File: src/rtl/rxws_pkg.sv
package rxws_pkg;

  typedef enum logic [2:0] {
    ST_IDLE = 3'd0,
    ST_PLL  = 3'd1,
    ST_DLY  = 3'd2,
    ST_CS   = 3'd3,
    ST_ACT  = 3'd4,
    ST_PD   = 3'd5
  } seq_st_t;

  localparam int CNT_W = 9;

  // Receive wait in ADC ticks: even codes 32<<k, odd codes 44<<k, code 7 none.
  function automatic logic [CNT_W-1:0] rx_wait_len(input logic [2:0] code);
    logic [CNT_W-1:0] base;
    if (code == 3'd7) return '0;
    base = code[0] ? CNT_W'(44) : CNT_W'(32);
    return base << code[2:1];
  endfunction

  // Carrier window in filter ticks: steps of 2 up to code 6, steps of 4 up to code 14, 72 last.
  function automatic logic [CNT_W-1:0] cs_wait_len(input logic [3:0] code);
    if (code == 4'd15) return CNT_W'(72);
    if (code < 4'd7)   return CNT_W'(20) + CNT_W'({code, 1'b0});
    return CNT_W'(36) + CNT_W'({code - 4'd7, 2'b00});
  endfunction

endpackage

File: src/rtl/rxws_pin_edge.sv
module rxws_pin_edge #(
  parameter int STAGES = 2
) (
  input  logic clk,
  input  logic rst_n,
  input  logic pin,
  output logic level,
  output logic fall
);
  logic [STAGES-1:0] sync_q;
  logic              prev_q;

  generate
    if (STAGES == 1) begin : g_one
      always_ff @(posedge clk or negedge rst_n)
        if (!rst_n) sync_q <= '1;
        else        sync_q <= pin;
    end else begin : g_chain
      always_ff @(posedge clk or negedge rst_n)
        if (!rst_n) sync_q <= '1;
        else        sync_q <= {sync_q[STAGES-2:0], pin};
    end
  endgenerate

  always_ff @(posedge clk or negedge rst_n)
    if (!rst_n) prev_q <= 1'b1;
    else        prev_q <= level;

  assign level = sync_q[STAGES-1];
  assign fall  = prev_q & ~level;

  AST_FALL_AFTER_HIGH: assert property (@(posedge clk) disable iff (!rst_n)
    fall |-> $past(level)) else $error("fall without prior high");
endmodule

File: src/rtl/rxws_tick_counter.sv
module rxws_tick_counter #(
  parameter int W = 9
) (
  input  logic         clk,
  input  logic         rst_n,
  input  logic         clear,
  input  logic         tick,
  input  logic [W-1:0] target,
  output logic [W-1:0] count,
  output logic         done
);
  logic [W-1:0] count_nx;

  assign count_nx = count + 1'b1;
  assign done     = tick && (count_nx == target);

  always_ff @(posedge clk or negedge rst_n)
    if (!rst_n)     count <= '0;
    else if (clear) count <= '0;
    else if (tick)  count <= count_nx;

  AST_CNT_HOLD_NO_TICK: assert property (@(posedge clk) disable iff (!rst_n)
    (!clear && !tick) |=> $stable(count)) else $error("count moved without tick");
endmodule

File: src/rtl/rx_wake_seq.sv
module rx_wake_seq
  import rxws_pkg::*;
#(
  parameter int SYNC_STAGES = 2,
  parameter logic [7:0] CFG_RESET = 8'h8A
) (
  input  logic       clk,
  input  logic       rst_n,
  input  logic [7:0] cfg_byte,
  input  logic       sep_data_en,
  input  logic       sel_n_pin,
  input  logic       dio_pin,
  input  logic       pll_locked,
  input  logic       carrier_det,
  input  logic       adc_tick,
  input  logic       filt_tick,
  output logic       synth_en,
  output logic       rx_en,
  output logic [2:0] seq_state
);
  seq_st_t          state, state_nx;
  logic [7:0]       cfg_lat;
  logic             sel_lvl, sel_fall, dio_lvl, dio_fall;
  logic             start_evt, release_lvl, cnt_clear, cnt_tick, cnt_done;
  logic [CNT_W-1:0] rx_len, cs_len, cnt_target, cnt_val;

  rxws_pin_edge #(.STAGES(SYNC_STAGES)) u_sel_edge (
    .clk(clk), .rst_n(rst_n), .pin(sel_n_pin), .level(sel_lvl), .fall(sel_fall));
  rxws_pin_edge #(.STAGES(SYNC_STAGES)) u_dio_edge (
    .clk(clk), .rst_n(rst_n), .pin(dio_pin), .level(dio_lvl), .fall(dio_fall));

  // Trigger uses the live byte; it is latched on the same edge.
  assign start_evt   = (state == ST_IDLE) &&
                       (cfg_byte[7] ? sel_fall : (sep_data_en & dio_fall));
  assign release_lvl = cfg_lat[7] ? sel_lvl : dio_lvl;
  assign rx_len      = rx_wait_len(cfg_lat[6:4]);
  assign cs_len      = cs_wait_len(cfg_lat[3:0]);

  always_ff @(posedge clk or negedge rst_n)
    if (!rst_n)         cfg_lat <= CFG_RESET;
    else if (start_evt) cfg_lat <= cfg_byte;

  always_comb begin
    state_nx = state;
    unique case (state)
      ST_IDLE: if (start_evt) state_nx = ST_PLL;
      ST_PLL:  if (pll_locked) state_nx = (cfg_lat[6:4] == 3'd7) ? ST_CS : ST_DLY;
      ST_DLY:  if (cnt_done) state_nx = ST_CS;
      ST_CS:   if (carrier_det) state_nx = ST_ACT;
               else if (cnt_done) state_nx = ST_PD;
      ST_ACT:  if (release_lvl) state_nx = ST_PD;
      ST_PD:   state_nx = ST_IDLE;
      default: state_nx = ST_IDLE;
    endcase
  end

  always_ff @(posedge clk or negedge rst_n)
    if (!rst_n) state <= ST_IDLE;
    else        state <= state_nx;

  assign cnt_clear  = (state_nx != state);
  assign cnt_tick   = ((state == ST_DLY) && adc_tick) || ((state == ST_CS) && filt_tick);
  assign cnt_target = (state == ST_DLY) ? rx_len : cs_len;

  rxws_tick_counter #(.W(CNT_W)) u_win_cnt (
    .clk(clk), .rst_n(rst_n), .clear(cnt_clear), .tick(cnt_tick),
    .target(cnt_target), .count(cnt_val), .done(cnt_done));

  assign synth_en  = (state == ST_PLL) || (state == ST_DLY) || (state == ST_CS) || (state == ST_ACT);
  assign rx_en     = (state == ST_CS) || (state == ST_ACT);
  assign seq_state = state;

  AST_RX_NEEDS_SYNTH: assert property (@(posedge clk) disable iff (!rst_n)
    rx_en |-> synth_en) else $error("rx on without synth");
  AST_START_FROM_IDLE: assert property (@(posedge clk) disable iff (!rst_n)
    $rose(synth_en) |-> $past(state) == ST_IDLE) else $error("bad start");
  AST_PD_ONE_CYCLE: assert property (@(posedge clk) disable iff (!rst_n)
    (state == ST_PD) |=> (state == ST_IDLE)) else $error("power-down stuck");
  AST_DLY_WAITS_ADC: assert property (@(posedge clk) disable iff (!rst_n)
    (state == ST_DLY && !adc_tick) |=> (state == ST_DLY)) else $error("delay left without tick");
  AST_CS_WAITS_FILT: assert property (@(posedge clk) disable iff (!rst_n)
    (state == ST_CS && !filt_tick && !carrier_det) |=> (state == ST_CS)) else $error("window left early");
  AST_CARRIER_WINS: assert property (@(posedge clk) disable iff (!rst_n)
    (state == ST_CS && carrier_det) |=> (state == ST_ACT)) else $error("carrier lost");
  AST_DLY_CNT_BOUND: assert property (@(posedge clk) disable iff (!rst_n)
    (state == ST_DLY) |-> (cnt_val < rx_len)) else $error("delay overrun");
  AST_CFG_STABLE: assert property (@(posedge clk) disable iff (!rst_n)
    (state != ST_IDLE) |=> $stable(cfg_lat)) else $error("config moved in run");
endmodule

File: config.mk
export PLATFORM = sky130hd
export DESIGN_NAME = rx_wake_seq
export DESIGN_NICKNAME = d
export VERILOG_FILES = /design/src/rtl/rxws_pkg.sv /design/src/rtl/rxws_pin_edge.sv /design/src/rtl/rxws_tick_counter.sv /design/src/rtl/rx_wake_seq.sv
export SDC_FILE = /design/constraint.sdc
export NUM_CORES = 1
export LEC_CHECK = 0
export CORE_MARGIN = 4
export CORE_UTILIZATION = 52
export CTS_BUF_LIST = sky130_fd_sc_hd__clkbuf_8
export CTS_CLUSTER_SIZE = 8
export DETAILED_ROUTE_END_ITERATION = 8
export GPL_TIMING_DRIVEN = 0
export PLACE_DENSITY = 0.8
export SLEW_MARGIN = 20
export SYNTH_ARGS = -nofsm -noshare
export SYNTH_HDL_FRONTEND = slang
export SYNTH_SLANG_ARGS = --single-unit
File: constraint.sdc
create_clock -name clk -period 2.53 [get_ports clk]
set_input_delay 0.6325 -clock clk [delete_from_list [all_inputs] [get_ports clk]]
set_output_delay 0.6325 -clock clk [all_outputs]
set_load 0.1 [all_outputs]
==> metrics.txt, run 1 <==
post-synthesis mux area share 0.0609; syn nets 212; Worst Path Buf+Inv 1; period utilization 0.977; Root Buffer clkbuf_8; total track usage 0.186; Synth async-reset ratio 1.00; initial core utilization 0.535; Die Y 66.6 um; DIE WIDTH roughly 67 um; Slew @ Worst Pin 999 ps; Reg2Reg Depth 8; vias per inst 5.62; Vias 1539; Simple-Gate Fraction of Synth Area 0.211; number of placed instances, taps included approximately 260; Worst-path clk slew about 90 ps; Crit path max-delay family buffers and inverters; H-tree Lvls 1; FP Rows 21; slowest cell delay on critical path roughly 1100 ps; area share of fa/ha/maj cells after synthesis 0.0280; HP Class in -> async; flops & latches, synth 26; critical path endpoint seq_state[2]; TritonCTS buffer count 3; status complete, no violations; largest family of logic cells by synthesized area simple AND/OR/NAND/NOR gates; Clock Latency Late Sink about 270 ps; mean area per synthesized cell between 9 and 10 sq um; initial antenna violation count 0; Post-Syn Area 1790 sq um; ys flop type dfrtp_1; clk buf depth 2; Peak VDD IR 0.000646 V; Slew Viols, Final 0; Final ANT Viol Nets 0; Core Box Area 3340 sq um; share of cells above drive strength 1 0.263; Compound-Gate Fraction of Synth Area 0.179; reg2reg setup slack 90 ps; Post-Synthesis Cells 191; CTS Sinks 26; die area 4440 sq um; Worst R2R End u_win_cnt.count[1]$_DFFE_PN0P_; Layout Nets 250; hpwl dp 2.71 mm; worst path cell trace clkdlybuf4s50_1; CP endpoint kind output port; data required time of the worst path 1900 ps; gpl congestion approximately 0.83; XOR/XNOR share of the synthesized area 0.111; WP data arrival roughly 1800 ps; DR WL/cell ~15 um; global route overflow 0; crit path from seq_state[2]$_DFF_PN0_; Non-Filler Instances 274; R2R Path Start seq_state[2]$_DFF_PN0_; vias in the first global route 1477; Finished Core Util 0.694; Worst setup SP type flop; first-pass GRT wire length 6.33 mm; RSZ-0062 raised after global routing true; Seq/Total Area, Yosys 0.370; Antenna Diode Count 0; first-pass iteration count of the detailed router 4; CTS tree done; Ys Warns 0; Post-Route WL between 4 and 5 mm; power density cells 1310 nW/um^2; Max FO, Critical Path 2; largest net degree at the start of global routing 27; Distinct cells, synth between 40 and 50; Critical Path Slowest Stage Cell clkdlybuf4s50_1; Setup Crit Path Kind reg -> out; number of synthesized flops with an enable pin 0; post-route DRC violation count 0; IO Port Bufs 21; Tmin final 2470 ps; P_leak around 0.00092 uW; Setup violations, final 0; maxcap violations 0; Final Skew 2.97 ps; Synth-to-Final Area Change 29.6%; # IOs 22; WP depth 1; Fin. Hold Viols 0; number of DRC markers in iteration 0 48; Rel. slew slack 0.334; Highest Clock Rate ~400 MHz
==> power by group <==
group          switching, uW  total (uW)  internal (uW)  leakage, uW
clock network            134         346            212    0.0000357
logic                   1210        2050            837     0.000576
registers               97.0         647            550     0.000312
==> sequential cells by signal, indices dropped and copies added (netlist names) <==
signal             cells
u_dio_edge.sync_q      2
u_win_cnt.count        9
u_dio_edge.prev_q      1
cfg_lat                8
seq_state              3
u_sel_edge.prev_q      1
u_sel_edge.sync_q      2
==> cells by family (layout without fill, tap and decap cells) <==
group                    count (synthesis)  after routing
XOR/XNOR                                21             21
flip-flops                              26             26
adder cells (fa/ha/maj)                  4              4
buffers and inverters                   14             51
AND/OR/NAND/NOR                         68             68
multiplexers                            10             10
AO/OA/AOI/OAI                           48             48
==> layout make-up <==
cell class	instances	area (sq um)
plain buffers	10	70.1
clock buffers	3	41.3
clock inverters	1	30.0
fillers	262	1020
inverters	3	11.3
multi-input cells	151	1130
flip-flops and latches	26	671
well taps	46	57.6
repair buffers	34	303
==> worst min path at each step <==
stage	from	end	cells after the start
final	rst_n	cfg_lat[6]$_DFFE_PN0P_	1
after global routing	u_sel_edge.sync_q[0]$_DFF_PN1_	u_sel_edge.sync_q[1]$_DFF_PN1_	0
after CTS	rst_n	cfg_lat[6]$_DFFE_PN0P_	1
after detailed placement	u_dio_edge.sync_q[0]$_DFF_PN1_	u_dio_edge.sync_q[1]$_DFF_PN1_	0
after global placement	u_sel_edge.sync_q[0]$_DFF_PN1_	u_sel_edge.sync_q[1]$_DFF_PN1_	0
after floorplan	rst_n	cfg_lat[0]$_DFFE_PN0P_	0
==> placed cells by master, fill, tap and decap left out, types with 2 or more instances in the layout <==
| cell type | count |
|---|---|
| clkbuf_1 | 4 |
| buf_2 | 4 |
| o21ai_0 | 10 |
| nand2b_1 | 6 |
| mux2_2 | 7 |
| xor2_1 | 4 |
| inv_1 | 3 |
| nand3_1 | 6 |
| clkbuf_8 | 3 |
| xnor2_2 | 2 |
| and2_1 | 3 |
| or3_1 | 2 |
| a31oi_1 | 5 |
| a21boi_0 | 2 |
| a211oi_2 | 4 |
| nor4_1 | 2 |
| clkbuf_4 | 2 |
| dfrtp_4 | 2 |
| nor2_1 | 10 |
| xnor2_1 | 14 |
| a21oi_1 | 7 |
| buf_6 | 4 |
| nor3b_4 | 2 |
| o21a_1 | 3 |
| a22o_1 | 2 |
| nor2b_1 | 8 |
| dfstp_2 | 9 |
| buf_4 | 11 |
| dfrtp_1 | 14 |
| ha_1 | 2 |
| mux2i_1 | 3 |
| a211oi_1 | 3 |
| nand2_1 | 17 |
| nor3_1 | 4 |
| and4_1 | 2 |
| o211ai_1 | 2 |
| ha_2 | 2 |
| clkdlybuf4s50_1 | 18 |
==> cell usage after synthesis (3+ instances only) <==
| library cell | n | share of area |
|---|---|---|
| a31oi_1 | 5 | 0.018 |
| clkbuf_1 | 7 | 0.015 |
| o21ai_0 | 11 | 0.031 |
| dfrtp_1 | 17 | 0.24 |
| nor2_1 | 10 | 0.021 |
| a211oi_1 | 7 | 0.029 |
| o21a_1 | 3 | 0.013 |
| and2_1 | 3 | 0.011 |
| xor2_1 | 4 | 0.020 |
| mux2i_1 | 3 | 0.017 |
| xnor2_1 | 16 | 0.078 |
| ha_1 | 4 | 0.028 |
| inv_1 | 3 | 0.0063 |
| mux2_2 | 7 | 0.044 |
| nor3_1 | 5 | 0.014 |
| nand2_1 | 17 | 0.036 |
| dfstp_2 | 9 | 0.13 |
| nand3_1 | 6 | 0.017 |
| nor2b_1 | 8 | 0.028 |
| nand2b_1 | 6 | 0.021 |
| a21oi_1 | 7 | 0.020 |
==> repair_timing <==
action	in CTS	in global routing
setup endpoints to repair	18	19
setup buffers	5	8
resized for setup	18	22
hold buffers	0	0
pin swaps	3	3
==> stage by stage <==
step | total power [uW] | setup TNS, ps | setup slack (ps) | cell area [sq um] | hold WS [ps]
6_report | 3040 | 0 | 58.1 | 2320 | 344
5_1_grt | 3250 | -473 | -65.7 | 2320 | 363
4_1_cts | 2800 | 0 | 3.59 | 2200 | 361
3_5_place_dp | 2380 | -10420 | -724 | 2070 | 347
3_3_place_gp | 2360 | -9700 | -647 | 2070 | 346
2_1_floorplan | 2020 | -402 | -42.9 | 1810 | 337
==> routing by layer <==
metal  global-route usage  part of all wire
met5                    0                 0
met4               0.0660             0.017
met3               0.0405             0.044
met2                0.317              0.49
met1                0.231              0.44
(Power assumes the default switching activity.)
==> run 2, diff against run 1 <==
--- a/config.mk
+++ b/config.mk
@@ -5,6 +5,7 @@
 export SDC_FILE = /design/constraint.sdc
 export NUM_CORES = 1
 export LEC_CHECK = 0
+export ABC_CLOCK_PERIOD_IN_PS = 2530
 export CORE_MARGIN = 4
 export CORE_UTILIZATION = 52
 export CTS_BUF_LIST = sky130_fd_sc_hd__clkbuf_8
@@ -16,3 +17,4 @@
 export SYNTH_ARGS = -nofsm -noshare
 export SYNTH_HDL_FRONTEND = slang
 export SYNTH_SLANG_ARGS = --single-unit
+export TNS_END_PERCENT = 100
==> results of run 2 <==
Same layout as run 1: the final DEF is identical, and so are final timing and power.
==> run 3, diff against run 2 <==
--- a/config.mk
+++ b/config.mk
@@ -5,14 +5,14 @@
 export SDC_FILE = /design/constraint.sdc
 export NUM_CORES = 1
 export LEC_CHECK = 0
-export ABC_CLOCK_PERIOD_IN_PS = 2530
+export ABC_CLOCK_PERIOD_IN_PS = 2900
 export CORE_MARGIN = 4
-export CORE_UTILIZATION = 52
+export CORE_UTILIZATION = 55
 export CTS_BUF_LIST = sky130_fd_sc_hd__clkbuf_8
 export CTS_CLUSTER_SIZE = 8
 export DETAILED_ROUTE_END_ITERATION = 8
 export GPL_TIMING_DRIVEN = 0
-export PLACE_DENSITY = 0.8
+export PLACE_DENSITY = 0.81
 export SLEW_MARGIN = 20
 export SYNTH_ARGS = -nofsm -noshare
 export SYNTH_HDL_FRONTEND = slang
==> constraint.sdc (replaced) <==
create_clock -name clk -period 2.9 [get_ports clk]
set_input_delay 0.725 -clock clk [delete_from_list [all_inputs] [get_ports clk]]
set_output_delay 0.725 -clock clk [all_outputs]
set_load 0.1 [all_outputs]
==> run 3 against run 2 <==
Design area decreased by 7.7%. Power decreased by 23%. Non-clock buffer count decreased by 12. Sequential power decreased by 13%. Clock power decreased by 31%. Sequential cell count unchanged. Setup slack improved by 80 ps. Sequential share of layout area increased by 2.2 points. Final cell count decreased by 5.1%. Hold slack improved by 18 ps. Global-route usage increased by 0.79 points. Largest cell class unchanged.
==> metrics.txt, run 3 (same netlist as run 1, synthesis figures left out) <==
period utilization 0.952; Worst-path clk slew 90 ps (about the same); FP Rows 20 (-4.8%); Die Y 65.0 um (-2.4%); first-pass GRT wire length 6.51 mm (+2.9%); number of DRC markers in iteration 0 74 (+54%); design area 2140 sq um (-7.7%); Post-Route WL 3.66 mm (-10%); cell area after placement 2070 sq um (+0.24%); Setup violations, final 0 (unchanged); H-tree Lvls 1 (unchanged); Setup WS post-layout 138 ps (+79.9 ps); number of flip-flops under the largest register name 9 (unchanged); maxcap violations 0 (unchanged); initial core utilization 0.580 (+0.0451); CTS Sinks 26 (unchanged); Vias 1474 (-4.2%); Hold Buf Count CTS 0 (unchanged); Peak VDD IR 0.000529 V (-18%); CP endpoint kind output port; Finished Core Util 0.694 (about the same); total track usage 0.194 (+0.00787); largest net degree at the start of global routing 27 (unchanged); Final ANT Viol Nets 0 (unchanged); Rel. slew slack 0.355 (+0.0207); global route overflow 0 (unchanged); slowest cell delay on critical path 540 ps (-600 ps); post-route DRC violation count 0 (unchanged); first-pass iteration count of the detailed router 4 (unchanged); CTS tree done; vias in the first global route 1490 (+0.88%); worst path cell trace buf_2, nor2_1, nand2_1, nand2_1, clkdlybuf4s18_2; Layout Nets 238 (-4.8%); Critical Path Slowest Stage Cell clkdlybuf4s18_2; Synth-to-Final Area Change 19.6%; Tmin final 2760 ps; Slew @ Worst Pin 965 ps (-34.1 ps); Clock Latency Late Sink 270 ps (about the same); Antenna Diode Count 0 (unchanged); DIE WIDTH 65.0 um (-2.4%); Worst Path Buf+Inv 2 (+1); Root Buffer clkbuf_8; die area 4220 sq um (-4.8%); status complete, no violations; vias per inst 5.67 (+0.93%); CP dominant cell by count nand2_1; P_leak 0.000835 uW (-9.5%); Final Skew 5.54 ps (+2.57 ps); gpl congestion 0.913 (+11%); Max FO, Critical Path 10 (+8); most flop-heavy register u_win_cnt.count; Final TNS setup 0 ps (unchanged); commonest cells after routing, fill and taps aside clkdlybuf4s50_1, nand2_1, xnor2_1; WHS 362 ps (+17.7 ps); IO Port Bufs 21 (unchanged); data required time of the worst path 2170 ps (+270 ps); Fin. Hold Viols 0 (unchanged); Slew Viols, Final 0 (unchanged); Crit path max-delay family buffers and inverters; Setup Crit Path Kind reg -> out; Highest Clock Rate ~360 MHz; RSZ-0062 raised after global routing false; WP data arrival 2040 ps (+200 ps); HP Class reg -> reg; Worst setup SP type flop; TritonCTS buffer count 3 (unchanged); most common cell after layout, fill and taps aside clkdlybuf4s50_1; clk buf depth 2 (unchanged); power density cells 1100 nW/um^2 (-16%); # IOs 22 (unchanged); pre-CTS setup slack -476 ps (+248 ps); DR WL/cell 14.1 um (-5.4%); hpwl dp 2.80 mm (+3.4%); initial antenna violation count 0 (unchanged); share of cells above drive strength 1 0.167 (-0.0965); Core Box Area 3080 sq um (-7.8%); final-layout fill cell count 258 (-1.5%)
-- run 3: layer usage --
layer | routed length (um) | vias up | GRT usage
met5 | 0 | - | 0
met4 | 48 | 0 | 0.0554
met3 | 105 | 5 | 0.0260
met2 | 1850 | 22 | 0.350
met1 | 1650 | 705 | 0.240
li1 | - | 742 | -
-- run 3: worst reg2reg max path, cell delays in order, from the launching register on --
cell and delay, ps:
dfrtp_2 410, buf_4 180, or3b_4 380, buf_6 150
o21a_1 180, or3_1 360, a211o_1 360, nor3_4 390
a211oi_1 140
-- run 3: through the flow --
stage	total power, uW	std cells
floorplan	1780	191
global route	2520	260
global placement	2050	256
detailed placement	2090	256
CTS	2330	260
finish	2350	260
-- run 3: repair_timing --
item	CTS	global route
gates resized for setup	7	4
endpoints found under the setup margin	13	12
pin swaps	0	0
setup buffers	0	0
-- run 3: power breakdown --
part	switching (uW)	total, uW	internal, uW
Clock	116	238	122
Sequential	85.6	562	476
Combinational	955	1550	594
Total	1160	2350	1190
-- run 3: cell type report --
class	instances	area (sq um)	share of cell area
Clock buffer	4	55.1	0.0258
Timing Repair Buffer	21	206	0.0966
Multi-Input combinational cell	151	1080	0.506
Sequential cell	26	666	0.311
Buffer	11	62.6	0.0293
Tap cell	44	55.1	0.0258
Inverter	3	11.3	0.00527
-- run 3: final timing paths --
| check | startpoint | endpoint | depth (start not counted) | slack, ps |
|---|---|---|---|---|
| min in group asynchronous | rst_n | cfg_lat[0]$_DFFE_PN0P_ | 1 | 440 |
| worst min-delay path | u_sel_edge.sync_q[0]$_DFF_PN1_ | u_sel_edge.sync_q[1]$_DFF_PN1_ | 0 | 360 |
| worst min register to register | u_sel_edge.sync_q[0]$_DFF_PN1_ | u_sel_edge.sync_q[1]$_DFF_PN1_ | 0 | 360 |
| worst max-delay path | seq_state[1]$_DFF_PN0_ | rx_en | 5 | 140 |
| worst max register to register | seq_state[2]$_DFF_PN0_ | u_win_cnt.count[2]$_DFFE_PN0P_ | 8 | 190 |
| max in group asynchronous | rst_n | seq_state[0]$_DFF_PN0_ | 1 | 2040 |
